**src/rtl/smem_pkg.sv**
```systemverilog
package smem_pkg;

  typedef enum logic [1:0] {
    PH_IDLE  = 2'd0,
    PH_WRITE = 2'd1,
    PH_READ  = 2'd2
  } phase_e;

  function automatic int unsigned bits_for(input int unsigned n);
    return (n <= 1) ? 1 : $clog2(n);
  endfunction

endpackage

```
**src/rtl/smem_seq.sv**
```systemverilog
// Slot sequencer: write phase of 2-clock block-write slots, then 1-clock read slots.
module smem_seq
  import smem_pkg::*;
#(
  parameter int BDEPTH = 16,
  parameter int RSLOTS = 288,
  parameter int NPORT  = 1,
  parameter int IW     = 9,
  parameter int WORDW  = 4
) (
  input  logic                  clk,
  input  logic                  rst,
  output logic                  strobe,
  output logic                  wr_ready,
  output logic                  wr_commit,
  output logic [WORDW-1:0]      wr_index,
  output logic                  rd_valid,
  output logic [NPORT*IW-1:0]   rd_idx
);

  localparam int WRCLK  = 2 * BDEPTH;
  localparam int PERIOD = WRCLK + RSLOTS;
  localparam int CW     = bits_for(PERIOD);

  logic [CW-1:0]       cnt_q, cnt_d, slot_d;
  phase_e              ph_d;
  logic [NPORT*IW-1:0] rd_idx_d;

  always_comb begin
    cnt_d  = (cnt_q == CW'(PERIOD - 1)) ? '0 : cnt_q + 1'b1;
    ph_d   = (cnt_d < CW'(WRCLK)) ? PH_WRITE : PH_READ;
    slot_d = cnt_d - CW'(WRCLK);
    for (int p = 0; p < NPORT; p++) begin
      rd_idx_d[p*IW +: IW] = IW'(p * RSLOTS) + IW'(slot_d);
    end
  end

  always_ff @(posedge clk) begin
    if (rst) begin
      cnt_q     <= CW'(PERIOD - 1);
      strobe    <= 1'b0;
      wr_ready  <= 1'b0;
      wr_commit <= 1'b0;
      wr_index  <= '0;
      rd_valid  <= 1'b0;
      rd_idx    <= '0;
    end else begin
      cnt_q     <= cnt_d;
      strobe    <= (cnt_d == '0);
      wr_ready  <= (ph_d == PH_WRITE);
      wr_commit <= (ph_d == PH_WRITE) && cnt_d[0];
      wr_index  <= (ph_d == PH_WRITE) ? cnt_d[WORDW:1] : '0;
      rd_valid  <= (ph_d == PH_READ);
      rd_idx    <= (ph_d == PH_READ) ? rd_idx_d : '0;
    end
  end

endmodule

```
**src/rtl/smem_bank.sv**
```systemverilog
// One bank: simple dual-port RAM, one write port, one registered read port.
module smem_bank #(
  parameter int DW    = 16,
  parameter int DEPTH = 16,
  parameter int WORDW = 4
) (
  input  logic             clk,
  input  logic             we,
  input  logic [WORDW-1:0] waddr,
  input  logic [DW-1:0]    wdata,
  input  logic [WORDW-1:0] raddr,
  output logic [DW-1:0]    rdata
);

  logic [DW-1:0] mem [DEPTH];

  always_ff @(posedge clk) begin
    if (we) mem[waddr] <= wdata;
    rdata <= mem[raddr];
  end

endmodule

```
**src/rtl/smem_copy.sv**
```systemverilog
// One full copy of the array: NBANK banks written together, one read port.
module smem_copy #(
  parameter int DW     = 16,
  parameter int NBANK  = 18,
  parameter int BDEPTH = 16,
  parameter int WORDW  = 4,
  parameter int BANKW  = 5
) (
  input  logic                   clk,
  input  logic                   rst,
  input  logic                   we,
  input  logic [WORDW-1:0]       waddr,
  input  logic [NBANK*DW-1:0]    wdata,
  input  logic                   rd_en,
  input  logic [BANKW+WORDW-1:0] raddr,
  output logic [DW-1:0]          rdata
);

  localparam int AW = BANKW + WORDW;

  logic [DW-1:0]    bank_q [NBANK];
  logic [BANKW-1:0] sel_q;
  logic             zero_q;
  logic             oor;

  for (genvar b = 0; b < NBANK; b++) begin : g_bank
    smem_bank #(.DW(DW), .DEPTH(BDEPTH), .WORDW(WORDW)) u_bank (
      .clk   (clk),
      .we    (we),
      .waddr (waddr),
      .wdata (wdata[b*DW +: DW]),
      .raddr (raddr[WORDW-1:0]),
      .rdata (bank_q[b])
    );
  end

  assign oor = ({1'b0, raddr[AW-1:WORDW]} >= (BANKW+1)'(NBANK));

  always_ff @(posedge clk) begin
    if (rst) begin
      sel_q  <= '0;
      zero_q <= 1'b1;
    end else begin
      sel_q  <= raddr[AW-1:WORDW];
      zero_q <= !rd_en || oor;
    end
  end

  always_comb begin
    rdata = '0;
    for (int b = 0; b < NBANK; b++) begin
      if (!zero_q && sel_q == BANKW'(b)) rdata = bank_q[b];
    end
  end

endmodule

```
**src/rtl/smem_top.sv**
```systemverilog
// Banked shared signal memory with slot sequencer and optional mirrored copy.
module smem_top
  import smem_pkg::*;
#(
  parameter int DW     = 16,
  parameter int NBANK  = 18,
  parameter int BDEPTH = 16,
  parameter int NREAD  = 288,
  parameter int NPORT  = 1,
  localparam int WORDW  = bits_for(BDEPTH),
  localparam int BANKW  = bits_for(NBANK),
  localparam int AW     = BANKW + WORDW,
  localparam int IW     = bits_for(NREAD),
  localparam int RSLOTS = NREAD / NPORT
) (
  input  logic                clk,
  input  logic                rst,
  input  logic [NBANK*DW-1:0] wr_data,
  input  logic [NPORT*AW-1:0] rd_addr,
  output logic                sample_strobe,
  output logic                wr_ready,
  output logic [WORDW-1:0]    wr_index,
  output logic                rd_valid,
  output logic [NPORT*IW-1:0] rd_idx,
  output logic                rd_dvalid,
  output logic [NPORT*IW-1:0] rd_didx,
  output logic [NPORT*DW-1:0] rd_data
);

  logic wr_commit;

  smem_seq #(
    .BDEPTH (BDEPTH),
    .RSLOTS (RSLOTS),
    .NPORT  (NPORT),
    .IW     (IW),
    .WORDW  (WORDW)
  ) u_seq (
    .clk       (clk),
    .rst       (rst),
    .strobe    (sample_strobe),
    .wr_ready  (wr_ready),
    .wr_commit (wr_commit),
    .wr_index  (wr_index),
    .rd_valid  (rd_valid),
    .rd_idx    (rd_idx)
  );

  for (genvar p = 0; p < NPORT; p++) begin : g_copy
    smem_copy #(
      .DW     (DW),
      .NBANK  (NBANK),
      .BDEPTH (BDEPTH),
      .WORDW  (WORDW),
      .BANKW  (BANKW)
    ) u_copy (
      .clk   (clk),
      .rst   (rst),
      .we    (wr_commit),
      .waddr (wr_index),
      .wdata (wr_data),
      .rd_en (rd_valid),
      .raddr (rd_addr[p*AW +: AW]),
      .rdata (rd_data[p*DW +: DW])
    );
  end

  always_ff @(posedge clk) begin
    if (rst) begin
      rd_dvalid <= 1'b0;
      rd_didx   <= '0;
    end else begin
      rd_dvalid <= rd_valid;
      rd_didx   <= rd_idx;
    end
  end

endmodule

```
**config.mk**
```make
export PLATFORM = sky130hd
export DESIGN_NAME = smem_top
export DESIGN_NICKNAME = d
export VERILOG_FILES = /design/src/rtl/smem_pkg.sv /design/src/rtl/smem_seq.sv /design/src/rtl/smem_bank.sv /design/src/rtl/smem_copy.sv /design/src/rtl/smem_top.sv
export SDC_FILE = /design/constraint.sdc
export NUM_CORES = 2
export LEC_CHECK = 0
export BUFFER_PORTS_ARGS = -buffer_cell sky130_fd_sc_hd__buf_2
export CAP_MARGIN = 30
export CORE_UTILIZATION = 40
export CTS_CLUSTER_SIZE = 24
export DETAILED_ROUTE_END_ITERATION = 7
export SETUP_SLACK_MARGIN = 0.5
export SLEW_MARGIN = 0
export SYNTH_ARGS = -nofsm -noshare
export SYNTH_HDL_FRONTEND = slang
export SYNTH_MEMORY_MAX_BITS = 65536
export SYNTH_SLANG_ARGS = --single-unit
```
**constraint.sdc**
```tcl
create_clock -name clk -period 28.4 [get_ports clk]
set_input_delay 1.42 -clock clk [delete_from_list [all_inputs] [get_ports clk]]
set_output_delay 1.42 -clock clk [all_outputs]
set_load 0.05 [all_outputs]
```
### Word level (Yosys, flattened, before mapping)

Memory sizes are Yosys's and may differ from the RTL's. A register that Yosys moved wholly into a read port is not among the register bits.
Index checks and enable logic that the tools add are counted.

* memories kept: 18
* memory bits (writable): 4608
* register bits: 42
* output and inout bits: 42

Memory list
* g_copy[0].u_copy.g_bank[0].u_bank.mem: depth 16, bits a word 16, rd ports 1, clocked after memory_dff 1, write ports 1, RTL line smem_bank.sv:15 `logic [DW-1:0] mem [DEPTH];`
* g_copy[0].u_copy.g_bank[10].u_bank.mem: depth 16, bits a word 16, rd ports 1, clocked after memory_dff 1, write ports 1, RTL line smem_bank.sv:15
* g_copy[0].u_copy.g_bank[11].u_bank.mem: depth 16, bits a word 16, rd ports 1, clocked after memory_dff 1, write ports 1, RTL line smem_bank.sv:15
* g_copy[0].u_copy.g_bank[12].u_bank.mem: depth 16, bits a word 16, rd ports 1, clocked after memory_dff 1, write ports 1, RTL line smem_bank.sv:15
* g_copy[0].u_copy.g_bank[13].u_bank.mem: depth 16, bits a word 16, rd ports 1, clocked after memory_dff 1, write ports 1, RTL line smem_bank.sv:15
* g_copy[0].u_copy.g_bank[14].u_bank.mem: depth 16, bits a word 16, rd ports 1, clocked after memory_dff 1, write ports 1, RTL line smem_bank.sv:15
* +12 memories

* add/subtract/negate cells: 2
* order comparisons: 2
* muxes and demuxes: 22
* reductions and logical operators: 26
* bitwise gates (word level): 2
* eq/ne operators: 20

Operators by type and width (count)
* 16-bit 2-to-1 mux: 18
* 5-bit by 4-bit equality test with 1-bit output, second input constant: 8
* 5-bit by 3-bit equality test with 1-bit output, second input constant: 4
* 1-bit logical AND: 19
* 5-bit by 2-bit equality test with 1-bit output, second input constant: 2
* 5-bit equality test, second input constant: 2
* 9-bit by 1-bit adder with 9-bit output, second input constant: 1
* 9-bit equality test, second input constant: 1
* 9-bit zero test: 1
* 9-bit by 6-bit less-than comparator with 1-bit output, second input constant: 1
* 9-bit 2-to-1 mux: 1
* 9-bit by 6-bit subtractor with 9-bit output, second input constant: 1
* 5-bit by 1-bit equality test with 1-bit output, second input constant: 1
* 5-bit greater-or-equal comparator, second input constant: 1
* 5-bit zero test: 1
* 2-bit OR reduction: 2
* 2-bit by 1-bit equality test with 1-bit output, second input constant: 1
* 2-bit equality test, second input constant: 1
* 1-bit zero test: 2
* 1-bit 2-to-1 mux: 2
* 2-bit 2-to-1 mux: 1
* 1-bit inverter: 2
* 1-bit logical OR: 1

### Longest topological paths before layout

* depth in word-level cells: 20
* gate-level depth with buffers: 10
* depth with buffers taken out: 9

### By module

From an unflattened synthesis, not the netlist that was laid out.

* cell total of the unflattened synthesis: 8317
* area, all modules: 185215.1 µm²

Modules (own cells, without submodules)
* smem_bank at g_copy[0].u_copy.g_bank[11].u_bank ...: times used 16, area each 10043.4 µm², cells an instance 432
* smem_bank at g_copy[0].u_copy.g_bank[0].u_bank ...: times used 2, area each 10042.1 µm², cells an instance 432
* smem_copy: times used 1, area each 3135.5 µm², cells an instance 422
* smem_seq: times used 1, area each 1038.5 µm², cells an instance 99
* smem_top: times used 1, area each 262.8 µm², cells an instance 20

### Worst setup path before layout

No wires, ideal clock.

* path kind: register to register
* start point: register u_seq.wr_index[3]
* end point: memory g_copy[0].u_copy.g_bank[0].u_bank.mem[0][0] (enable)
* path buffers: 0
* data arrival time: 20427 ps
* required time: 27110 ps
* slack: 6683 ps
* cell stages (with the launch flop): 3
* cell sequence: dfxtp_1 or3b_2 nor3_1

RTL lines
* start, declared: RTL line smem_seq.sv:16 `output logic [WORDW-1:0] wr_index,`
* start signal, assigned: RTL line smem_seq.sv:52 `wr_index <= (ph_d == PH_WRITE) ? cnt_d[WORDW:1] : '0;`
* end, declared: RTL line smem_bank.sv:15

Straight into the memory's write port.

### Worst setup path after layout

* start point: register g_copy[0].u_copy.sel_q[2]
* end point: output rd_data[10]

* cells in the longest elaborated chain, start to end: 20
* elaborated cells on any way between the ends: 54

RTL lines
* start, declared: RTL line smem_copy.sv:22 `logic [BANKW-1:0] sel_q;`
* start signal, assigned: RTL line smem_copy.sv:44 `sel_q <= raddr[AW-1:WORDW];`
* 5-bit zero test: RTL line smem_copy.sv:52 `if (!zero_q && sel_q == BANKW'(b)) rdata = bank_q[b];`
* 1-bit logical AND: RTL line smem_copy.sv:52
* 16-bit 2-to-1 mux (17 in a row): RTL line smem_copy.sv:52
* 16-bit 2-to-1 mux *: RTL line smem_copy.sv:52
* end, declared: RTL line smem_top.sv:27 `output logic [NPORT*DW-1:0] rd_data`

Mark *: on every way between the ends. The rest lies on a longest branch, timed or not.

==> impl_results.md <==
- Fmax: 147 MHz
- DRC violations left: 0
- Filler instances: 36,646
- IO buf count: 340
- Area grow syn2layout: 14.4%
- All-Layer GR Usage: 20.7%
- Fraction of layout cells with a size suffix above 1: around a third
- Critical path class: reg2out
- Initial antenna violation count: 193
- CP endpoint kind: primary output
- Clk_skew: 0.113 ns
- Mapped Area: 183,000 um2
- Die H: roughly 680 um
- FP Rows: 247
- Hold Crit Class: reg2reg
- Max IR drop VDD: 0.0577 mV
- DR iter-0 viols: 9,926
- WL final: 481,000 um
- Primary FF master, synth: edfxtp_1
- LEAKAGE: 65.1 nW
- Gate Count Post-Synth: 7,352
- H-tree depth: 5
- Met2 WL: 239,000 um
- CP Cell Sequence: buf_4, or4b_1, nor2_1, a221oi_1, a22oi_1, a2bb2oi_1, buf_2
- CTS resizes: 0
- Count of different cell masters after synthesis: 69
- Fin. max-slew vios: 0
- Tcrit/Tclk final: 23.9%
- CTS buffer count: 483
- Post-CTS Setup Inserts: 0
- CP startpoint kind: flip-flop
- Asr flop ratio synth: 0%
- First-pass GRT wire length: 672,000 um
- Setup violators final: 0
- Max Root-Sink Buffers: 4
- Wire per inst: ~33 um
- Final setup TNS: 0 ns
- DR pass1 iterations: 6
- Post-synth EDFFs: 4,608
- Multi-input logic area: 36,200 um2
- Commonest non-fill, non-tap cell in the layout: edfxtp_1
- MaxCap Viol Count: 0
- Top sig layer: met5
- CTS root buf: clkbuf_16
- Dpl hpwl: 271,000 um
- CTS tree: done
- Critical path data required time: 26.98 ns
- Fin crit period: 6.79 ns
- Syn nets: 7,654
- DIE WIDTH: 678 um
- Slew @ Worst Pin: around 1.2 ns
- Worst-path clk slew: 0.06 ns
- WHS: 0.460 ns
- Vias in the first global route: 84,874
- Starting Density: 40.3%
- Metal3 WL: 37,100 um
- Hold Fails Final Rpt: 0
- CTS Hold Bufs: 0
- Via count: 83,299
- CP Max Fanout: 40
- Pwr/cell area: 73.5 nW/um2
- Gp weighted congestion: around 0.84
- Syn. warnings: 0
- Post-synthesis sequential area ratio: between 70 and 80%
- Largest net degree at the start of global routing: 126
- Inst Count DP: 13,487
- Io pins: 341
- Highest-count cells in the layout ignoring fill and taps: edfxtp_1 (4,608), mux4_2 (1,422), clkbuf_16 (485)
- Global route overflow: 0
- Slew Limit Headroom: 22.6%
- Max incr delay on CP: about 0.94 ns
- FF+latch count, synth: 4,938
- Placed cell area: about 190,000 um2
- Finished layout cell area: 209,000 um2
- Final WS setup: ~22 ns
- Clk sink count: 4,938
- Run status: complete, no violations
- ANT nets after route: 0
- Fin cells: 14,467
- Clk_lat worst skew: approximately 1.1 ns
- Final net count: 8,307
- Seq. cell area: 145,000 um2
- Cell at the slowest stage of the critical path: a2bb2oi_1
- Die Area: 459,000 um2
- Vias/cell: 5.76
- Met1 Wirelength: 190,000 um
- Worst Path Arrival: 5.37 ns
- RSZ-0062 raised after global routing: false
- CORE AREA: between 400,000 and 500,000 um2
- Synth Area per Inst: about 25 um2
- DP Worst Slack: 20.14 ns
kinds of logic (layout without fill, tap and decap cells):
group / count (synthesis) / in the layout / synth area share [%]
flip-flops: 4938 / 4938 / 79.4
XOR/XNOR: 5 / 5 / 0.0240
adder cells (fa/ha/maj): 3 / 3 / 0.0206
buffers and inverters: 394 / 1475 / 0.863
AND/OR/NAND/NOR: 237 / 237 / 0.695
multiplexers: 1496 / 1496 / 18.0
AO/OA/AOI/OAI: 279 / 279 / 1.02
other: 0 / 58 / 0
cell usage after synthesis, types with 8 or more instances:
master,number,area [um2]
nor2_1,65,244
a222oi_1,8,80.1
dfxtp_1,330,6610
a21oi_1,70,350
buf_1,77,289
nor3_1,17,85.1
nand3_1,15,75.1
a21o_1,9,67.6
buf_2,68,340
inv_1,10,37.5
nand2_1,30,113
o22ai_1,20,125
nor2b_1,49,307
a22oi_1,15,113
clkbuf_1,233,875
mux4_2,1422,32000
edfxtp_1,4608,138000
o21ai_0,47,235
a221oi_1,9,78.8
mux2_2,22,248
o221ai_1,8,70.1
nand2b_1,16,100
a211oi_1,35,263
mux2i_1,52,521
layout make-up:
type	count	area share (%)
multi-input cells	2020	17.3
well taps	5976	3.58
clock buffers	649	6.34
repair buffers	549	1.82
inverters	13	0.0234
diodes	58	0.0695
flip-flops and latches	4938	69.4
clock inverters	264	1.41
metal layers:
metal | global-route usage (%) | up-vias
met5 | 0 | -
met4 | 5.63 | 76
met3 | 4.07 | 878
met2 | 34.4 | 3284
met1 | 27.8 | 45786
li1 | - | 33275
flip-flops by register name, summed over array words and instances (netlist names), 4 cells and up:
name and flops:
rd_didx 9, u_seq.wr_index 4, u_seq.cnt_q 9, g_copy.u_copy.sel_q 5, g_copy.u_copy.g_bank.u_bank.rdata 288, g_copy.u_copy.g_bank.u_bank.mem 4608, u_seq.rd_idx 9
per-stage QoR:
| step | total power, mW | util (%) |
|---|---|---|
| 6_report | 15.4 | 46.1 |
| 5_1_grt | 15.8 | 46.0 |
| 4_1_cts | 15.5 | 46.0 |
| 3_5_place_dp | 9.04 | 42.4 |
| 3_3_place_gp | 9.02 | 42.4 |
| 2_1_floorplan | 8.72 | - |
where the power goes:
part / switching (mW) / total (mW) / internal (mW)
combinational: 0.453 / 0.746 / 0.293
clock: 2.75 / 6.47 / 3.72
sequential: 0.0881 / 8.14 / 8.05
total: 3.29 / 15.4 / 12.1
critical path: cells and delay by family (launching register included):
kind	cells	cell delay [ns]
compound gates	3	1.60
simple gates	2	1.54
buf+inv	2	0.86
flops	1	0.31
worst paths after layout:
check	startpoint	end	slack, ns	cells past startpoint
worst max-delay path	g_copy[0].u_copy.sel_q[2]$_SDFF_PP0_	rd_data[10]	21.61	7
worst min-delay path	u_seq.rd_idx[5]$_SDFF_PP0_	rd_didx[5]$_SDFF_PP0_	0.46	1
worst max register to register	u_seq.wr_index[0]$_SDFF_PP0_	g_copy[0].u_copy.g_bank[11].u_bank.mem[5][12]$_DFFE_PP_	23.50	6
worst min register to register	u_seq.rd_idx[5]$_SDFF_PP0_	rd_didx[5]$_SDFF_PP0_	0.46	1
No activity file was read; power rests on OpenSTA's default activity.
